===== src/rtl/ffc_pkg.sv =====
package ffc_pkg;

  typedef enum logic [1:0] {
    MODE_WS0     = 2'b00,
    MODE_WS1     = 2'b01,
    MODE_WS0_SUP = 2'b10,
    MODE_WS1_SUP = 2'b11
  } ffc_mode_e;

  typedef enum logic [1:0] {
    DF_EMPTY  = 2'b00,
    DF_HELD   = 2'b01,
    DF_REPLAY = 2'b10
  } ffc_defer_e;

endpackage


===== src/rtl/ffc_mode_reg.sv =====
module ffc_mode_reg
  import ffc_pkg::*;
(
  input  logic      clk,
  input  logic      rst_n,
  input  logic      we_i,
  input  ffc_mode_e wdata_i,
  input  logic      busy_i,
  output ffc_mode_e mode_o
);

  ffc_mode_e mode_q;
  ffc_mode_e mode_d;
  logic      mode_en;

  // a write lands only while no read is in flight
  assign mode_en = we_i && !busy_i;

  always_comb begin
    mode_d = mode_q;
    if (mode_en) mode_d = wdata_i;
  end

  always_ff @(posedge clk or negedge rst_n) begin
    if (!rst_n)       mode_q <= MODE_WS0;
    else if (mode_en) mode_q <= mode_d;
  end

  assign mode_o = mode_q;

  AST_MODE_HOLD_BUSY: assert property (@(posedge clk) disable iff (!rst_n)
    busy_i |=> $stable(mode_q));

endmodule


===== src/rtl/ffc_wait_timer.sv =====
module ffc_wait_timer #(
  parameter int WS_W = 1
) (
  input  logic            clk,
  input  logic            rst_n,
  input  logic            start_i,
  input  logic [WS_W-1:0] waits_i,
  output logic            busy_o,
  output logic            done_o
);

  logic            busy_q, busy_d;
  logic [WS_W-1:0] cnt_q, cnt_d;
  logic            tmr_en;

  assign done_o = busy_q && (cnt_q == '0);
  assign tmr_en = start_i || busy_q;

  always_comb begin
    busy_d = busy_q;
    cnt_d  = cnt_q;
    if (start_i) begin
      busy_d = 1'b1;
      cnt_d  = waits_i;
    end else if (done_o) begin
      busy_d = 1'b0;
    end else if (busy_q) begin
      cnt_d = cnt_q - WS_W'(1);
    end
  end

  always_ff @(posedge clk or negedge rst_n) begin
    if (!rst_n) begin
      busy_q <= 1'b0;
      cnt_q  <= '0;
    end else if (tmr_en) begin
      busy_q <= busy_d;
      cnt_q  <= cnt_d;
    end
  end

  assign busy_o = busy_q;

  AST_DONE_SINGLE: assert property (@(posedge clk) disable iff (!rst_n)
    done_o |=> !done_o);

  AST_START_IDLE: assert property (@(posedge clk) disable iff (!rst_n)
    start_i |-> !busy_q);

endmodule


===== src/rtl/ffc_defer.sv =====
module ffc_defer
  import ffc_pkg::*;
#(
  parameter int AW = 32
) (
  input  logic          clk,
  input  logic          rst_n,
  input  logic          capture_i,
  input  logic [AW-1:0] cap_addr_i,
  input  logic          resolve_i,
  input  logic          taken_i,
  input  logic          issue_i,
  output logic          held_o,
  output logic          replay_o,
  output logic [AW-1:0] addr_o
);

  ffc_defer_e    st_q, st_d;
  logic [AW-1:0] addr_q;

  always_comb begin
    st_d = st_q;
    unique case (st_q)
      DF_EMPTY:  if (capture_i) st_d = DF_HELD;
      DF_HELD: begin
        if (resolve_i)      st_d = taken_i ? DF_REPLAY : DF_EMPTY;
        else if (capture_i) st_d = DF_HELD;
      end
      DF_REPLAY: if (issue_i) st_d = DF_EMPTY;
      default:   st_d = DF_EMPTY;
    endcase
  end

  always_ff @(posedge clk or negedge rst_n) begin
    if (!rst_n) st_q <= DF_EMPTY;
    else        st_q <= st_d;
  end

  always_ff @(posedge clk or negedge rst_n) begin
    if (!rst_n)         addr_q <= '0;
    else if (capture_i) addr_q <= cap_addr_i;
  end

  assign held_o   = (st_q == DF_HELD);
  assign replay_o = (st_q == DF_REPLAY);
  assign addr_o   = addr_q;

  AST_REPLAY_PERSIST: assert property (@(posedge clk) disable iff (!rst_n)
    (replay_o && !issue_i) |=> replay_o);

endmodule


===== src/rtl/ffc_rd_counter.sv =====
module ffc_rd_counter #(
  parameter int CNT_W = 32
) (
  input  logic             clk,
  input  logic             rst_n,
  input  logic             inc_i,
  output logic [CNT_W-1:0] count_o
);

  logic [CNT_W-1:0] cnt_q;

  always_ff @(posedge clk or negedge rst_n) begin
    if (!rst_n)     cnt_q <= '0;
    else if (inc_i) cnt_q <= cnt_q + CNT_W'(1);
  end

  assign count_o = cnt_q;

  AST_CNT_IDLE: assert property (@(posedge clk) disable iff (!rst_n)
    !inc_i |=> $stable(cnt_q));

endmodule


===== src/rtl/flash_fetch_ws_ctrl.sv =====
module flash_fetch_ws_ctrl
  import ffc_pkg::*;
#(
  parameter int AW      = 32,
  parameter int DW      = 32,
  parameter int SLOW_WS = 1,
  parameter int CNT_W   = 32
) (
  input  logic             clk,
  input  logic             rst_n,
  input  logic             mode_we_i,
  input  logic [1:0]       mode_wdata_i,
  output logic [1:0]       mode_o,
  input  logic             fetch_req_i,
  input  logic [AW-1:0]    fetch_addr_i,
  input  logic             fetch_spec_i,
  output logic             fetch_ready_o,
  output logic             fetch_rvalid_o,
  output logic [DW-1:0]    fetch_rdata_o,
  input  logic             br_resolve_i,
  input  logic             br_taken_i,
  output logic             flash_rd_o,
  output logic [AW-1:0]    flash_addr_o,
  input  logic [DW-1:0]    flash_rdata_i,
  output logic [CNT_W-1:0] rd_count_o
);

  localparam int              WS_W     = $clog2(SLOW_WS + 1);
  localparam logic [WS_W-1:0] SLOW_CNT = WS_W'(SLOW_WS);

  ffc_mode_e       mode_q;
  logic            busy;
  logic            done;
  logic            held;
  logic            replay;
  logic [AW-1:0]   defer_addr;
  logic            accept;
  logic            suppress;
  logic            capture;
  logic            replay_issue;
  logic [WS_W-1:0] waits;

  ffc_mode_reg u_mode (
    .clk     (clk),
    .rst_n   (rst_n),
    .we_i    (mode_we_i),
    .wdata_i (ffc_mode_e'(mode_wdata_i)),
    .busy_i  (busy),
    .mode_o  (mode_q)
  );

  // mode bit 1: suppression, mode bit 0: slow wait count
  assign waits         = mode_q[0] ? SLOW_CNT : '0;
  assign fetch_ready_o = !busy && !replay;
  assign accept        = fetch_req_i && fetch_ready_o;
  assign suppress      = mode_q[1] && fetch_spec_i;
  assign capture       = accept && suppress;
  assign replay_issue  = replay && !busy;
  assign flash_rd_o    = replay_issue || (accept && !suppress);
  assign flash_addr_o  = replay_issue ? defer_addr : fetch_addr_i;

  ffc_wait_timer #(.WS_W(WS_W)) u_timer (
    .clk     (clk),
    .rst_n   (rst_n),
    .start_i (flash_rd_o),
    .waits_i (waits),
    .busy_o  (busy),
    .done_o  (done)
  );

  ffc_defer #(.AW(AW)) u_defer (
    .clk        (clk),
    .rst_n      (rst_n),
    .capture_i  (capture),
    .cap_addr_i (fetch_addr_i),
    .resolve_i  (br_resolve_i),
    .taken_i    (br_taken_i),
    .issue_i    (replay_issue),
    .held_o     (held),
    .replay_o   (replay),
    .addr_o     (defer_addr)
  );

  ffc_rd_counter #(.CNT_W(CNT_W)) u_cnt (
    .clk     (clk),
    .rst_n   (rst_n),
    .inc_i   (flash_rd_o),
    .count_o (rd_count_o)
  );

  assign mode_o         = mode_q;
  assign fetch_rvalid_o = done;
  assign fetch_rdata_o  = flash_rdata_i;

  AST_FAST_LATENCY: assert property (@(posedge clk) disable iff (!rst_n)
    (flash_rd_o && !mode_q[0]) |=> fetch_rvalid_o);

  AST_SLOW_NOT_EARLY: assert property (@(posedge clk) disable iff (!rst_n)
    (flash_rd_o && mode_q[0]) |=> !fetch_rvalid_o);

  AST_CNT_STEP: assert property (@(posedge clk) disable iff (!rst_n)
    flash_rd_o |=> (rd_count_o == $past(rd_count_o) + CNT_W'(1)));

  AST_SUP_STAYS_READY: assert property (@(posedge clk) disable iff (!rst_n)
    (accept && mode_q[1] && fetch_spec_i) |=> fetch_ready_o);

  AST_NT_NO_REPLAY: assert property (@(posedge clk) disable iff (!rst_n)
    (br_resolve_i && !br_taken_i) |=> !replay);

  AST_EMPTY_RESOLVE: assert property (@(posedge clk) disable iff (!rst_n)
    (br_resolve_i && !held && !replay) |=> !replay);

endmodule


===== config.mk =====
export PLATFORM = sky130hd
export DESIGN_NAME = flash_fetch_ws_ctrl
export DESIGN_NICKNAME = d
export VERILOG_FILES = /design/src/rtl/ffc_pkg.sv /design/src/rtl/ffc_mode_reg.sv /design/src/rtl/ffc_wait_timer.sv /design/src/rtl/ffc_defer.sv /design/src/rtl/ffc_rd_counter.sv /design/src/rtl/flash_fetch_ws_ctrl.sv
export SDC_FILE = /design/constraint.sdc
export NUM_CORES = 1
export LEC_CHECK = 0
export BUFFER_PORTS_ARGS = -buffer_cell sky130_fd_sc_hd__buf_2
export CORE_MARGIN = 3
export CORE_UTILIZATION = 52
export CTS_BUF_LIST = sky130_fd_sc_hd__clkbuf_4 sky130_fd_sc_hd__clkbuf_8
export CTS_CLUSTER_DIAMETER = 200
export CTS_CLUSTER_SIZE = 20
export DETAILED_ROUTE_END_ITERATION = 6
export PLACE_DENSITY = 0.88
export SLEW_MARGIN = 20
export SYNTH_ARGS = -nofsm -noshare
export SYNTH_HDL_FRONTEND = slang
export SYNTH_SLANG_ARGS = --single-unit

===== constraint.sdc =====
create_clock -name clk -period 4.9 [get_ports clk]
set_input_delay 0.245 -clock clk [delete_from_list [all_inputs] [get_ports clk]]
set_output_delay 0.245 -clock clk [all_outputs]
set_load 0.1 [all_outputs]

==> flow_metrics.env <==
export IMPL_syn_avg_cell_area_um2=12.3
export IMPL_nNetsFinal=455
export IMPL_viasPerCell=5.18
export IMPL_io_pins=174
export IMPL_dieWidth_um=90.0
export IMPL_layout_drive_gt1_share=0.554
export IMPL_setup_ws_ns=2.11
export IMPL_peakVddDrop_uv=444
export IMPL_antenna_found_initial=0
export IMPL_die_h_um=90.0
export IMPL_ys_flop_type="dfrtp_1"
export IMPL_rsz0062_at_grt="false"
export IMPL_core_area_um2=6600
export IMPL_fmax_ghz=0.358
export IMPL_hpwl_mm=5.42
export IMPL_status="finished clean"
export IMPL_cts_buffer_depth=2
export IMPL_wire_per_inst_um=15.2
export IMPL_cts_root_buf="clkbuf_8"
export IMPL_ctsResizeCount=0
export IMPL_r2r_start="u_defer.st_q[0]"
export IMPL_p_per_area_nw_per_um2=547
export IMPL_synth_top_area_frac=0.478
export IMPL_crit_arrival_ns=2.55
export IMPL_synth_cell_types=37
export IMPL_grt_max_degree=71
export IMPL_rows=29
export IMPL_hold_path_class="input port to async pin"
export IMPL_numCtsBuffers=9
export IMPL_vias=2483
export IMPL_yosys_register_bits=70
export IMPL_fin_crit_sh=0.570
export IMPL_cts_sinks=70
export IMPL_drt_iter0_drc=78
export IMPL_tightest_slew_ns=0.868
export IMPL_first_global_vias=2485
export IMPL_ys_warn_count=0
export IMPL_place_area_um2=4070
export IMPL_end_kind="primary output"
export IMPL_criticalPathCategory="register to primary output"
export IMPL_grt_pass1_wl_mm=12.2
export IMPL_area_growth_pct=16.0
export IMPL_initial_utilization=0.555
export IMPL_crit_required_ns=4.66
export IMPL_ant_nets=0
export IMPL_syn_area_um2=3670
export IMPL_htreeDepth=3
export IMPL_slew_violations=0
export IMPL_die_area_um2=8090
export IMPL_yosysSeqAreaShare=0.478
export IMPL_firstDrtPassIters=6
export IMPL_gp_congestion=0.800
export IMPL_cp_max_fo=23
export IMPL_maxCapViolations=0
export IMPL_synth_area_leaders="dfrtp_1, mux2_2, buf_4, xnor2_1, xor2_1"
export IMPL_setup_violations=0
export IMPL_syn_inst=299
export IMPL_p_leak_nw=2.05
export IMPL_syn_num_nets=373
export IMPL_synth_edf_count=0
export IMPL_synth_area_leader_cell="dfrtp_1"
export IMPL_grt_usage=0.185
export IMPL_pre_cts_ws_ns=2.44
export IMPL_startpoint_type="register"
export IMPL_cts_tree="yes"
export IMPL_clk_pin_slew_ns=0.07
export IMPL_diodes=0
export IMPL_synth_common_cells="dfrtp_1, mux2_2, buf_4"
export IMPL_clk_latency_ns=0.34
export IMPL_yosysMostFrequentCell="dfrtp_1"
export IMPL_relSlewSlack=0.421
export IMPL_finalHoldViolCount=0
export IMPL_grt_overflow=0
export IMPL_fin_area_um2=4250
export IMPL_critical_path_startpoint="u_defer.st_q[0]"
export IMPL_drc=0
export IMPL_min_period_ns=2.79
export IMPL_fin_setup_tns_ns=0
export IMPL_async_flop_share=1.00
export IMPL_ctsHoldBuffers=0
export IMPL_drt_total_wl_mm=7.28
export IMPL_port_buffers=109
export IMPL_clock_skew_ns=0.0101
export IMPL_cts_setup_buffers=0
-- cell families (layout without fill, tap and decap cells) --
| kind of cell | count (synthesis) | count (layout) | synth area share |
|---|---|---|---|
| AND/OR/NAND/NOR | 79 | 79 | 0.132 |
| flip-flops | 70 | 70 | 0.478 |
| multiplexers | 67 | 67 | 0.205 |
| buffers and inverters | 45 | 132 | 0.0826 |
| XOR/XNOR | 31 | 31 | 0.0761 |
| AO/OA/AOI/OAI | 6 | 6 | 0.0222 |
| adder cells (fa/ha/maj) | 1 | 1 | 0.00341 |
-- path summary, 6_finish.rpt --
check	cells after the start	to	slack [ns]
worst max-delay path	5	flash_addr_o[20]	2.11
worst min-delay path	2	u_cnt.count_o[27]	0.08
worst max register to register	5	u_cnt.count_o[29]	2.99
worst min register to register	1	u_cnt.count_o[31]	0.47
max in group asynchronous	2	u_defer.st_q[1]	4.24
min in group clk	2	u_mode.mode_o[1]	0.14
-- critical path, stage by stage, from the launching register on --
cell and delay [ns]:
dfrtp_1 0.42, nand2b_2 0.29, nor2_2 0.43, buf_4 0.38, mux2_2 0.39, buf_2 0.29
-- flip-flops by register name, summed over array words and instances (netlist names) --
name / count
u_defer.st_q: 2
u_defer.addr_o: 32
u_timer.cnt_q: 1
u_mode.mode_o: 2
u_cnt.count_o: 32
u_timer.busy_o: 1
-- layer usage --
layer	GRT usage	share of wire	wire length (um)
met1	0.235	0.42	3070
met4	0.0676	0.016	115
met3	0.0559	0.087	634
met2	0.301	0.47	3460
met5	0	0	0
-- power breakdown --
part,switching [mW],total (mW),internal [mW]
clock network,0.216,0.447,0.231
registers,0.127,0.884,0.756
logic,0.737,0.998,0.261
total,1.08,2.33,1.25
-- metrics by stage --
| stage | hold slack [ns] | utilization | power [mW] | instances |
|---|---|---|---|---|
| after CTS | 0.123 | 0.644 | 2.35 | 479 |
| after floorplan | -0.0506 | - | 1.85 | 299 |
| final | 0.0849 | 0.644 | 2.33 | 479 |
| after global placement | 0.458 | 0.616 | 1.87 | 463 |
| after global routing | 0.136 | 0.644 | 2.44 | 479 |
| after detailed placement | 0.462 | 0.616 | 1.90 | 463 |
-- final cells by class --
class                           count  area (um^2)
Clock buffer                        9          124
Clock inverter                      7         65.1
Fill cell                         527         2350
Inverter                            4         15.0
Multi-Input combinational cell    184         1610
Sequential cell                    70         1750
Tap cell                           93          116
Timing Repair Buffer              112          568
-- cell usage in the layout (no fill, tap or decap), drive strengths merged, types with 2 or more instances in the layout --
master / instances
buf: 112
dfrtp: 70
mux2: 66
nand2: 25
xnor2: 18
xor2: 13
nor2: 12
clkbuf: 9
nand3: 9
nand4: 8
and4: 5
inv: 4
clkinv: 4
nor3: 4
and3: 4
nor4: 4
nor2b: 3
a21oi: 2
clkinvlp: 2
nand2b: 2
nand4b: 2
(Power assumes the default switching activity.)
